[src/rtl/nic_regs_pkg.sv]
package nic_regs_pkg;

    // Command byte bit positions (bit 1 start and bit 5 no-DMA are stored only)
    localparam int CMD_STOP   = 0;
    localparam int CMD_XMIT   = 2;
    localparam int CMD_RREAD  = 3;
    localparam int CMD_RWRITE = 4;

    // Interrupt status bit positions
    localparam int ST_RX  = 0;
    localparam int ST_TX  = 1;
    localparam int ST_RDC = 6;
    localparam int ST_RST = 7;

    // Register indices {page, offset}
    localparam logic [5:0] P0_RING_FIRST = 6'h01;
    localparam logic [5:0] P0_RING_END   = 6'h02;
    localparam logic [5:0] P0_BNDRY      = 6'h03;
    localparam logic [5:0] P0_TXPG       = 6'h04;
    localparam logic [5:0] P0_TXCNT_LO   = 6'h05;
    localparam logic [5:0] P0_TXCNT_HI   = 6'h06;
    localparam logic [5:0] P0_STATUS     = 6'h07;
    localparam logic [5:0] P0_RADDR_LO   = 6'h08;
    localparam logic [5:0] P0_RADDR_HI   = 6'h09;
    localparam logic [5:0] P0_RCNT_LO    = 6'h0A;
    localparam logic [5:0] P0_RCNT_HI    = 6'h0B;
    localparam logic [5:0] P0_RXCFG      = 6'h0C;
    localparam logic [5:0] P0_DATACFG    = 6'h0E;
    localparam logic [5:0] P0_MASK       = 6'h0F;
    localparam logic [5:0] P1_STATION    = 6'h11;
    localparam logic [5:0] P1_CURPG      = 6'h17;
    localparam logic [5:0] P1_HASH       = 6'h18;
    localparam logic [5:0] P2_RING_FIRST = 6'h21;
    localparam logic [5:0] P2_RING_END   = 6'h22;

    typedef struct packed {
        logic [7:0]  cmd;
        logic [7:0]  ring_first;
        logic [7:0]  ring_end;
        logic [7:0]  bndry;
        logic [7:0]  cur_pg;
        logic [7:0]  tx_pg;
        logic [7:0]  tx_stat;
        logic [7:0]  rx_cfg;
        logic [7:0]  data_cfg;
        logic [15:0] tx_cnt;
        logic [15:0] raddr;
        logic [15:0] rcnt;
        logic        tx_go;
    } core_regs_t;

endpackage

[src/rtl/nic_byte_table.sv]
module nic_byte_table #(
    parameter int         N    = 6,
    parameter logic [5:0] BASE = 6'h11
) (
    input  logic       clk,
    input  logic       rst_n,
    input  logic       wr_en,
    input  logic [5:0] idx,
    input  logic [7:0] wdata,
    output logic       hit,
    output logic [7:0] rdata
);
    localparam int LO = int'(BASE);
    localparam int HI = LO + N;

    logic [5:0] rel;
    logic [7:0] ent_q [N];

    assign hit = (int'(idx) >= LO) && (int'(idx) < HI);
    assign rel = idx - BASE;

    for (genvar i = 0; i < N; i++) begin : g_ent
        logic [7:0] ent_d;
        always_comb begin
            ent_d = ent_q[i];
            if (wr_en && hit && (rel == 6'(i))) ent_d = wdata;
        end
        always_ff @(posedge clk) begin
            if (!rst_n) ent_q[i] <= '0;
            else        ent_q[i] <= ent_d;
        end
    end

    always_comb begin
        rdata = '0;
        for (int i = 0; i < N; i++) begin
            if (hit && (rel == 6'(i))) rdata = ent_q[i];
        end
    end
endmodule

[src/rtl/nic_intr_ctrl.sv]
module nic_intr_ctrl (
    input  logic       clk,
    input  logic       rst_n,
    input  logic [7:0] set_bits,
    input  logic       w1c_en,
    input  logic [7:0] w1c_bits,
    input  logic       rst_clr,
    input  logic       mask_we,
    input  logic [7:0] mask_wdata,
    output logic [7:0] status_q,
    output logic [7:0] mask_q,
    output logic       irq
);
    import nic_regs_pkg::*;

    localparam logic [7:0] CLR_OK = 8'h7F;

    logic [7:0] status_d, mask_d;

    always_comb begin
        status_d = status_q;
        mask_d   = mask_q;
        if (w1c_en)  status_d = status_d & ~(w1c_bits & CLR_OK);
        if (rst_clr) status_d[ST_RST] = 1'b0;
        status_d = status_d | set_bits;   // a new event outranks a clear
        if (mask_we) mask_d = mask_wdata;
    end

    always_ff @(posedge clk) begin
        if (!rst_n) begin
            status_q <= 8'h80;
            mask_q   <= 8'h00;
        end else begin
            status_q <= status_d;
            mask_q   <= mask_d;
        end
    end

    assign irq = |(status_q & mask_q & CLR_OK);
endmodule

[src/rtl/nic_read_mux.sv]
module nic_read_mux #(
    parameter logic [7:0] ID0 = 8'h50,
    parameter logic [7:0] ID1 = 8'h43
) (
    input  logic                      is_cmd,
    input  logic [5:0]                idx,
    input  nic_regs_pkg::core_regs_t  regs,
    input  logic [7:0]                status,
    input  logic                      stn_hit,
    input  logic [7:0]                stn_data,
    input  logic                      hash_hit,
    input  logic [7:0]                hash_data,
    output logic [7:0]                rdata
);
    import nic_regs_pkg::*;

    always_comb begin
        rdata = 8'h00;
        if (is_cmd) begin
            rdata = regs.cmd;
        end else if (stn_hit) begin
            rdata = stn_data;
        end else if (hash_hit) begin
            rdata = hash_data;
        end else begin
            case (idx)
                P0_BNDRY:      rdata = regs.bndry;
                P0_TXPG:       rdata = regs.tx_stat;
                P0_STATUS:     rdata = status;
                P0_RADDR_LO:   rdata = regs.raddr[7:0];
                P0_RADDR_HI:   rdata = regs.raddr[15:8];
                P0_RCNT_LO:    rdata = ID0;
                P0_RCNT_HI:    rdata = ID1;
                P1_CURPG:      rdata = regs.cur_pg;
                P2_RING_FIRST: rdata = regs.ring_first;
                P2_RING_END:   rdata = regs.ring_end;
                default:       rdata = 8'h00;
            endcase
        end
    end
endmodule

[src/rtl/paged_nic_regs.sv]
module paged_nic_regs #(
    parameter int         MEM_END_PAGE = 8'h80,
    parameter int         STATION_N    = 6,
    parameter int         HASH_N       = 8,
    parameter logic [7:0] ID0          = 8'h50,
    parameter logic [7:0] ID1          = 8'h43
) (
    input  logic        clk,
    input  logic        rst_n,
    input  logic [3:0]  bus_addr,
    input  logic        bus_wr,
    input  logic [7:0]  bus_wdata,
    output logic [7:0]  bus_rdata,
    output logic        irq,
    input  logic        rx_ok_evt,
    input  logic        rdma_done_evt,
    output logic        tx_go,
    output logic [7:0]  tx_page,
    output logic [15:0] tx_len,
    output logic [7:0]  rx_cfg,
    output logic [7:0]  data_cfg
);
    import nic_regs_pkg::*;

    localparam logic [8:0] END_PG = 9'(MEM_END_PAGE);

    core_regs_t regs_d, regs_q;

    logic [5:0] idx;
    logic       is_cmd;
    logic       tbl_wr;
    logic [8:0] wval;
    logic       lim_ok;   // value may be a ring limit (inclusive bound)
    logic       ptr_ok;   // value may be a ring pointer (exclusive bound)

    logic [7:0] set_bits;
    logic       rst_clr, w1c_en, mask_we;
    logic [7:0] status_q, mask_q;

    logic       stn_hit, hash_hit;
    logic [7:0] stn_data, hash_data;

    assign idx    = {regs_q.cmd[7:6], bus_addr};
    assign is_cmd = (bus_addr == 4'h0);
    assign tbl_wr = bus_wr && !is_cmd;
    assign wval   = {1'b0, bus_wdata};
    assign lim_ok = (wval <= END_PG);
    assign ptr_ok = (wval <  END_PG);

    always_comb begin
        regs_d       = regs_q;
        regs_d.tx_go = 1'b0;
        set_bits     = 8'h00;
        set_bits[ST_RX]  = rx_ok_evt;
        set_bits[ST_RDC] = rdma_done_evt;
        rst_clr = 1'b0;
        w1c_en  = 1'b0;
        mask_we = 1'b0;
        if (bus_wr) begin
            if (is_cmd) begin
                regs_d.cmd = bus_wdata;
                if (!bus_wdata[CMD_STOP]) begin
                    rst_clr = 1'b1;
                    if ((bus_wdata[CMD_RREAD] || bus_wdata[CMD_RWRITE]) &&
                        (regs_q.rcnt == 16'h0000)) begin
                        set_bits[ST_RDC] = 1'b1;
                    end
                    if (bus_wdata[CMD_XMIT]) begin
                        regs_d.tx_go         = 1'b1;
                        regs_d.tx_stat       = 8'h01;
                        set_bits[ST_TX]      = 1'b1;
                        regs_d.cmd[CMD_XMIT] = 1'b0;
                    end
                end
            end else begin
                case (idx)
                    P0_RING_FIRST: if (lim_ok) regs_d.ring_first = bus_wdata;
                    P0_RING_END:   if (lim_ok) regs_d.ring_end   = bus_wdata;
                    P0_BNDRY:      if (ptr_ok) regs_d.bndry      = bus_wdata;
                    P1_CURPG:      if (ptr_ok) regs_d.cur_pg     = bus_wdata;
                    P0_TXPG:       regs_d.tx_pg           = bus_wdata;
                    P0_TXCNT_LO:   regs_d.tx_cnt[7:0]     = bus_wdata;
                    P0_TXCNT_HI:   regs_d.tx_cnt[15:8]    = bus_wdata;
                    P0_RADDR_LO:   regs_d.raddr[7:0]      = bus_wdata;
                    P0_RADDR_HI:   regs_d.raddr[15:8]     = bus_wdata;
                    P0_RCNT_LO:    regs_d.rcnt[7:0]       = bus_wdata;
                    P0_RCNT_HI:    regs_d.rcnt[15:8]      = bus_wdata;
                    P0_RXCFG:      regs_d.rx_cfg          = bus_wdata;
                    P0_DATACFG:    regs_d.data_cfg        = bus_wdata;
                    P0_STATUS:     w1c_en  = 1'b1;
                    P0_MASK:       mask_we = 1'b1;
                    default:       ;
                endcase
            end
        end
    end

    always_ff @(posedge clk) begin
        if (!rst_n) regs_q <= '0;
        else        regs_q <= regs_d;
    end

    nic_intr_ctrl u_intr (
        .clk        (clk),
        .rst_n      (rst_n),
        .set_bits   (set_bits),
        .w1c_en     (w1c_en),
        .w1c_bits   (bus_wdata),
        .rst_clr    (rst_clr),
        .mask_we    (mask_we),
        .mask_wdata (bus_wdata),
        .status_q   (status_q),
        .mask_q     (mask_q),
        .irq        (irq)
    );

    nic_byte_table #(.N(STATION_N), .BASE(P1_STATION)) u_station (
        .clk   (clk),
        .rst_n (rst_n),
        .wr_en (tbl_wr),
        .idx   (idx),
        .wdata (bus_wdata),
        .hit   (stn_hit),
        .rdata (stn_data)
    );

    nic_byte_table #(.N(HASH_N), .BASE(P1_HASH)) u_hash (
        .clk   (clk),
        .rst_n (rst_n),
        .wr_en (tbl_wr),
        .idx   (idx),
        .wdata (bus_wdata),
        .hit   (hash_hit),
        .rdata (hash_data)
    );

    nic_read_mux #(.ID0(ID0), .ID1(ID1)) u_rmux (
        .is_cmd    (is_cmd),
        .idx       (idx),
        .regs      (regs_q),
        .status    (status_q),
        .stn_hit   (stn_hit),
        .stn_data  (stn_data),
        .hash_hit  (hash_hit),
        .hash_data (hash_data),
        .rdata     (bus_rdata)
    );

    assign tx_go    = regs_q.tx_go;
    assign tx_page  = regs_q.tx_pg;
    assign tx_len   = regs_q.tx_cnt;
    assign rx_cfg   = regs_q.rx_cfg;
    assign data_cfg = regs_q.data_cfg;
endmodule

[config.mk]
export PLATFORM = sky130hd
export DESIGN_NAME = paged_nic_regs
export DESIGN_NICKNAME = d
export VERILOG_FILES = /design/src/rtl/nic_regs_pkg.sv /design/src/rtl/nic_byte_table.sv /design/src/rtl/nic_intr_ctrl.sv /design/src/rtl/nic_read_mux.sv /design/src/rtl/paged_nic_regs.sv
export SDC_FILE = /design/constraint.sdc
export NUM_CORES = 1
export LEC_CHECK = 0
export CELL_PAD_IN_SITES_DETAIL_PLACEMENT = 1
export CELL_PAD_IN_SITES_GLOBAL_PLACEMENT = 2
export CORE_MARGIN = 2
export CORE_UTILIZATION = 35
export DETAILED_ROUTE_END_ITERATION = 7
export PLACE_DENSITY = 0.78
export SLEW_MARGIN = 25
export SYNTH_ARGS = -nofsm -noshare
export SYNTH_HDL_FRONTEND = slang
export SYNTH_HIERARCHICAL = 1
export SYNTH_SLANG_ARGS = --single-unit
[constraint.sdc]
create_clock -name clk -period 3.4 [get_ports clk]
set_clock_uncertainty 0.2 [all_clocks]
set_input_delay 0.68 -clock clk [delete_from_list [all_inputs] [get_ports clk]]
set_output_delay 0.68 -clock clk [all_outputs]
set_load 0.01 [all_outputs]
Yosys cells after proc, flatten, opt, wreduce, memory -nomap -nowiden
Memories as Yosys holds them, arrays and structs flattened.
Index checks and enable logic that the tools add are counted.
W data, S select, Z words.
{"block": "word_totals", "ram_bits": 112, "output_inout_bits": 50, "wordCells": 202, "mem_count": 2, "input_bits": 17, "register_bits": 129}
{"memory": "u_hash.ent_q", "depth": 8, "width": 8, "rd": 8, "rd_ports_with_merged_regs": 0, "write_ports": 8, "line": "nic_byte_table.sv:17", "source": "logic [7:0] ent_q [N];"}
{"memory": "u_station.ent_q", "depth": 6, "width": 8, "rd": 6, "rd_ports_with_merged_regs": 0, "write_ports": 6, "line": "nic_byte_table.sv:17"}
{"block": "classes", "addsub": 2, "n_lt_le_gt_ge": 6, "reduce_logical": 57, "n_mux": 68, "eq_ne": 29, "n_bitwise": 20}
{"op": "$mux W8", "count": 46}
{"op": "$pmux W8 S10", "count": 1}
{"op": "$eq A6 B3 Y1 const B", "count": 10}
{"op": "$eq A6 B4 Y1 const B", "count": 7}
{"op": "$eq A6 B2 Y1 const B", "count": 6}
{"op": "$logic_and A1 B1 Y1", "count": 34}
{"op": "$reduce_and A3 Y1", "count": 9}
{"op": "$mux W1", "count": 21}
{"op": "$reduce_and A4 Y1", "count": 5}
{"op": "$eq A6 B1 Y1 const B", "count": 3}
{"op": "$logic_not A16 Y1", "count": 1}
{"op": "$or A1 B1 Y1", "count": 14}
{"op": "$eq A6 B6 Y1 const B", "count": 2}
{"op": "$ge A6 B5 Y1 const B", "count": 2}
{"op": "$logic_not A6 Y1", "count": 2}
{"op": "$sub A6 B5 Y6 const B", "count": 2}
{"op": "$and A8 B8 Y8", "count": 1}
{"op": "$le A8 B8 Y1 const B", "count": 1}
{"op": "$lt A8 B8 Y1 const B", "count": 1}
{"op": "$not A7 Y8", "count": 1}
{"op": "$or A8 B7 Y8", "count": 1}
{"op": "$and A7 B7 Y7", "count": 1}
{"op": "$reduce_or A7 Y1", "count": 1}
{"op": "$eq A6 B5 Y1 const B", "count": 1}
{"op": "other kinds (7)", "count": 9}

Depth between registers and ports, before layout
{"block": "logic_depth", "depth_word": 14, "depth_mapped": 10, "ltp_nobuf": 9}

Hierarchy
Netlist, hierarchy kept.
{"module": "paged_nic_regs", "cells_each": 464, "area_per_inst_um2": 4823.4, "n_inst": 1, "seq_area_each_um2": 2282.2}
{"module": "nic_byte_table (u_hash)", "cells_each": 339, "area_per_inst_um2": 3210.6, "n_inst": 1, "seq_area_each_um2": 1281.2}
{"module": "nic_byte_table (u_station)", "cells_each": 234, "area_per_inst_um2": 2275.9, "n_inst": 1, "seq_area_each_um2": 960.9}
{"module": "nic_read_mux", "cells_each": 126, "area_per_inst_um2": 872.1, "n_inst": 1, "seq_area_each_um2": 0.0}
{"module": "nic_intr_ctrl", "cells_each": 54, "area_per_inst_um2": 618.1, "n_inst": 1, "seq_area_each_um2": 320.3}

Worst setup path before layout
Ideal clock, no wire load.
{"block": "synth_path", "kind": "input port to output port", "start": "input port bus_addr[3]", "end": "output port bus_rdata[7]", "required_time_ps": 2520, "path_slack_ps": -173, "n_path_buf": 2, "path_stages": 9, "arrival_ps": 2693, "path_cell_list": "or3b_2 clkbuf_1 nor3_1 or2_1 clkbuf_1 a21o_1 a221oi_1 and4_1 nor3_1"}
{"block": "synth_via", "elab_cells_between_ends": 65, "cone_classes": "2 x add/sub; 4 x order compare; 22 x eq/ne; 18 x mux; 19 x reduce/logical"}
{"item": "start, declared", "line": "paged_nic_regs.sv:10", "source": "input logic [3:0] bus_addr,"}
{"item": "$ge A6 B5 Y1 or $lt A6 B5 Y1 (tied branches)", "line": "nic_byte_table.sv:19", "source": "assign hit = (int'(idx) >= LO) && (int'(idx) < HI);"}
{"item": "$logic_and A1 B1 Y1 *", "line": "nic_byte_table.sv:19"}
{"item": "named net stn_hit", "line": "paged_nic_regs.sv:40", "source": "logic stn_hit, hash_hit;"}
{"item": "$logic_and A1 B1 Y1", "line": "nic_byte_table.sv:37", "source": "if (hit && (rel == 6'(i))) rdata = ent_q[i];"}
{"item": "$mux W8 (6 in series)", "line": "nic_byte_table.sv:37"}
{"item": "$mux W8 *", "line": "nic_read_mux.sv:21", "source": "end else if (stn_hit) begin"}
{"item": "$mux W8 *", "line": "nic_read_mux.sv:19", "source": "if (is_cmd) begin"}
{"item": "end, declared", "line": "paged_nic_regs.sv:13", "source": "output logic [7:0] bus_rdata,"}
The timed path passes the listed nets; every way through them passes the cells marked *.

Final worst setup path
{"block": "layout_path", "start": "register regs_q[119] (netlist: idx[4])", "end": "output port bus_rdata[2]"}
{"block": "layout_via", "elab_chain_cells": 14, "elab_cells_between_ends": 64, "cone_classes": "2 x add/sub; 4 x order compare; 22 x eq/ne; 18 x mux; 18 x reduce/logical"}
{"item": "start, declared", "line": "paged_nic_regs.sv:27", "source": "core_regs_t regs_d, regs_q;"}
{"item": "start signal, assigned", "line": "paged_nic_regs.sv:100", "source": "else regs_q <= regs_d;"}
{"item": "$sub A6 B5 Y6 (tied with other cells)", "line": "nic_byte_table.sv:20", "source": "assign rel = idx - BASE;"}
{"item": "$logic_not A6 Y1 or $logic_and A1 B1 Y1 (tied branches)", "line": "nic_byte_table.sv:37, nic_byte_table.sv:19"}
{"item": "$logic_and A1 B1 Y1", "line": "nic_byte_table.sv:37"}
{"item": "$mux W8 (7 in series)", "line": "nic_byte_table.sv:37"}
{"item": "$mux W8 *", "line": "nic_byte_table.sv:37"}
{"item": "named net hash_data[2]", "line": "paged_nic_regs.sv:41", "source": "logic [7:0] stn_data, hash_data;"}
{"item": "$mux W8 *", "line": "nic_read_mux.sv:23", "source": "end else if (hash_hit) begin"}
{"item": "$mux W8 *", "line": "nic_read_mux.sv:21"}
{"item": "$mux W8 *", "line": "nic_read_mux.sv:19"}
Marks and branches as above.

==> flow_summary_export.csv <==
group,metric,value,unit
synthesis,avgSynthCellArea,9.69,sq um
floorplanning,start_util,35.3,%
clock_tree,root_buffer,"clkbuf_16",
place,gp_congestion,0.859,
route,drc,0,
synthesis,syn_inst,1214,
clock_tree,cts_sinks,241,
job,drv_cap,0,
finish,fillCellCount,3693,
global_routing,grt_pass1_wl,59.9,mm
sta,hold_viol_final,0,
sta,fmax,0.263,GHz
floorplanning,die_x,187,um
floorplanning,die_h,187,um
place,place_inst,1765,
synthesis,ys_warn_count,6,
pwr,ir_worst_vdd,0.352,mV
finish,areaGrowthSynthToFinish,29.0,%
floorplanning,fp.coreArea,33300,sq um
worst_setup_path,worst_ep_arrival_time,2920,ps
finish,fin_nets,1387,
clock_tree,cts_hold_buf,0,
sta,setup_violations,8,
route,wl_per_cell,20.9,um
route,drt_iter0_drc,534,
worst_setup_path,path_max_fanout,7,
pwr,total_power,0.00642,W
global_routing,grt_pass1_vias,10150,
finish,layout-drive-gt1-share,26.0,%
route,viasPerCell,5.23,
sta,fin_crit_sh,112,%
worst_setup_path,critPathLaunchType,"flop",
worst_setup_path,required,2520,ps
route,antenna_left,0,
worst_setup_path,crit_type,"reg2out",
clock_tree,cts_tree,"done",
worst_setup_path,cp-end-kind,"output port",
sta,finalCriticalPeriod,3800,ps
clock_tree,clk_pin_slew,60,ps
sta,timing.slew.headroom,56.2,%
synthesis,netlist_area,11800,sq um
route,route.vias.total,9610,
sta,slew_viol_final,0,
pwr,powerDensity,423,nW/um^2
status,violations,"setup timing",
pwr,p_leak,6.20,nW
worst_setup_path,r2r_cells,6,
floorplanning,pin_count,67,
clock_tree,cts_buffers,28,
global_routing,overflow,0,
global_routing,grt_use_total,21.6,%
clock_tree,cts.htree.levels,1,
min_path,worstHoldPathType,"reg2reg",
min_path,hold_depth,2,
finish,layout.cells.non_filler,1838,
floorplanning,rows,67,
place,dp_hpwl,25.1,mm
global_routing,antenna_found_initial,1,
clock_tree,clockBufferDepth,3,
floorplanning,dieArea,35100,sq um
global_routing,grt_max_degree,74,
sta,worst_slack,-404,ps
status,outcome,"finished with violations",
clock_tree,clk_latency,560,ps
route,dr.pass1.iters,5,
route,drt_wl_total,38.4,mm
place,numPortBuffers,66,
sta,tightest_slew,655,ps
sta,rsz0062_at_grt,"true",
==> per-layer routing <==
metal	GRT usage, %	part of all wire [%]
met5	0	0
met4	6.47	3.0
met3	3.19	4.2
met2	35.6	46
met1	29.2	47
==> worst paths after layout <==
path	startpoint	endpoint	slack (ps)
worst min register to register	u_station/ent_q[2][2]$_SDFFE_PN0P_	u_station/ent_q[2][2]$_SDFFE_PN0P_	260
worst max-delay path	idx[4]$_SDFFE_PN0P_	bus_rdata[2]	-400
worst max register to register	idx[5]$_SDFFE_PN0P_	regs_q[103]$_SDFFE_PN0P_	800
worst min-delay path	u_station/ent_q[2][2]$_SDFFE_PN0P_	u_station/ent_q[2][2]$_SDFFE_PN0P_	260
==> power by group <==
group | switching [W] | leakage (nW) | total, W | internal [W]
sequential | 0.0000147 | 1.95 | 0.00286 | 0.00284
clock | 0.00124 | 0.454 | 0.00302 | 0.00178
combinational | 0.000321 | 3.80 | 0.000549 | 0.000228
total | 0.00157 | 6.20 | 0.00642 | 0.00485
==> layout by cell type (no fill, tap or decap), types with 13 or more instances in the layout <==
| cell | count |
|---|---|
| dfxtp_1 | 239 |
| mux2i_1 | 220 |
| buf_4 | 159 |
| nor2b_1 | 138 |
| nand2_1 | 104 |
| clkdlybuf4s50_1 | 53 |
| nand3_1 | 32 |
| o21ai_0 | 32 |
| clkbuf_16 | 28 |
| mux2_2 | 24 |
| a21boi_0 | 17 |
| and3_1 | 14 |
| nor3_1 | 13 |
==> registers in the layout, indices dropped and copies added, names as in the netlist <==
| register | cells |
|---|---|
| tx_page | 8 |
| tx_go | 1 |
| u_intr/status_q | 8 |
| u_hash/ent_q | 64 |
| data_cfg | 8 |
| tx_len | 16 |
| u_station/ent_q | 48 |
| regs_q | 71 |
| u_intr/mask_q | 7 |
| rx_cfg | 8 |
| idx | 2 |
==> per-stage QoR <==
stage	setup TNS, ps	instance area, sq um	worst slack (ps)	hold WS, ps	util (%)
floorplan	0	11800	5.37	223	-
global placement	-10440	13600	-1370	237	41.0
detailed placement	-11020	13600	-1400	245	41.0
CTS	-2410	15000	-366	254	45.1
global route	-3700	15200	-533	269	45.6
finish	-2830	15200	-404	256	45.6
==> repair_timing <==
action | in CTS | in global routing
hold endpoints to repair | 0 | 0
setup endpoints to repair | 8 | 8
setup buffers | 16 | 9
pin swaps | 35 | 14
resized for setup | 126 | 14
==> worst max-delay path: stages (launching register included) <==
cell	delay, ps
dfxtp_4	370
ha_4	160
nor4b_4	360
o21ai_4	190
buf_4	190
o22ai_4	180
a22oi_2	110
a21oi_2	210
o21ai_1	110
a221oi_2	230
a21boi_2	90
buf_2	150
==> layout make-up <==
cell class                      instances  area, sq um  share of cell area [%]
Antenna cell                            1         2.50                  0.0165
Tap cell                              448          561                    3.69
Clock inverter                          9          120                   0.792
Timing Repair Buffer                  243         2120                    14.0
Sequential cell                       241         4830                    31.8
Clock buffer                           41          800                    5.27
Multi-Input combinational cell        844         6700                    44.2
Inverter                               11         41.3                   0.272
Note: power is estimated with default switching activity, not from simulation.
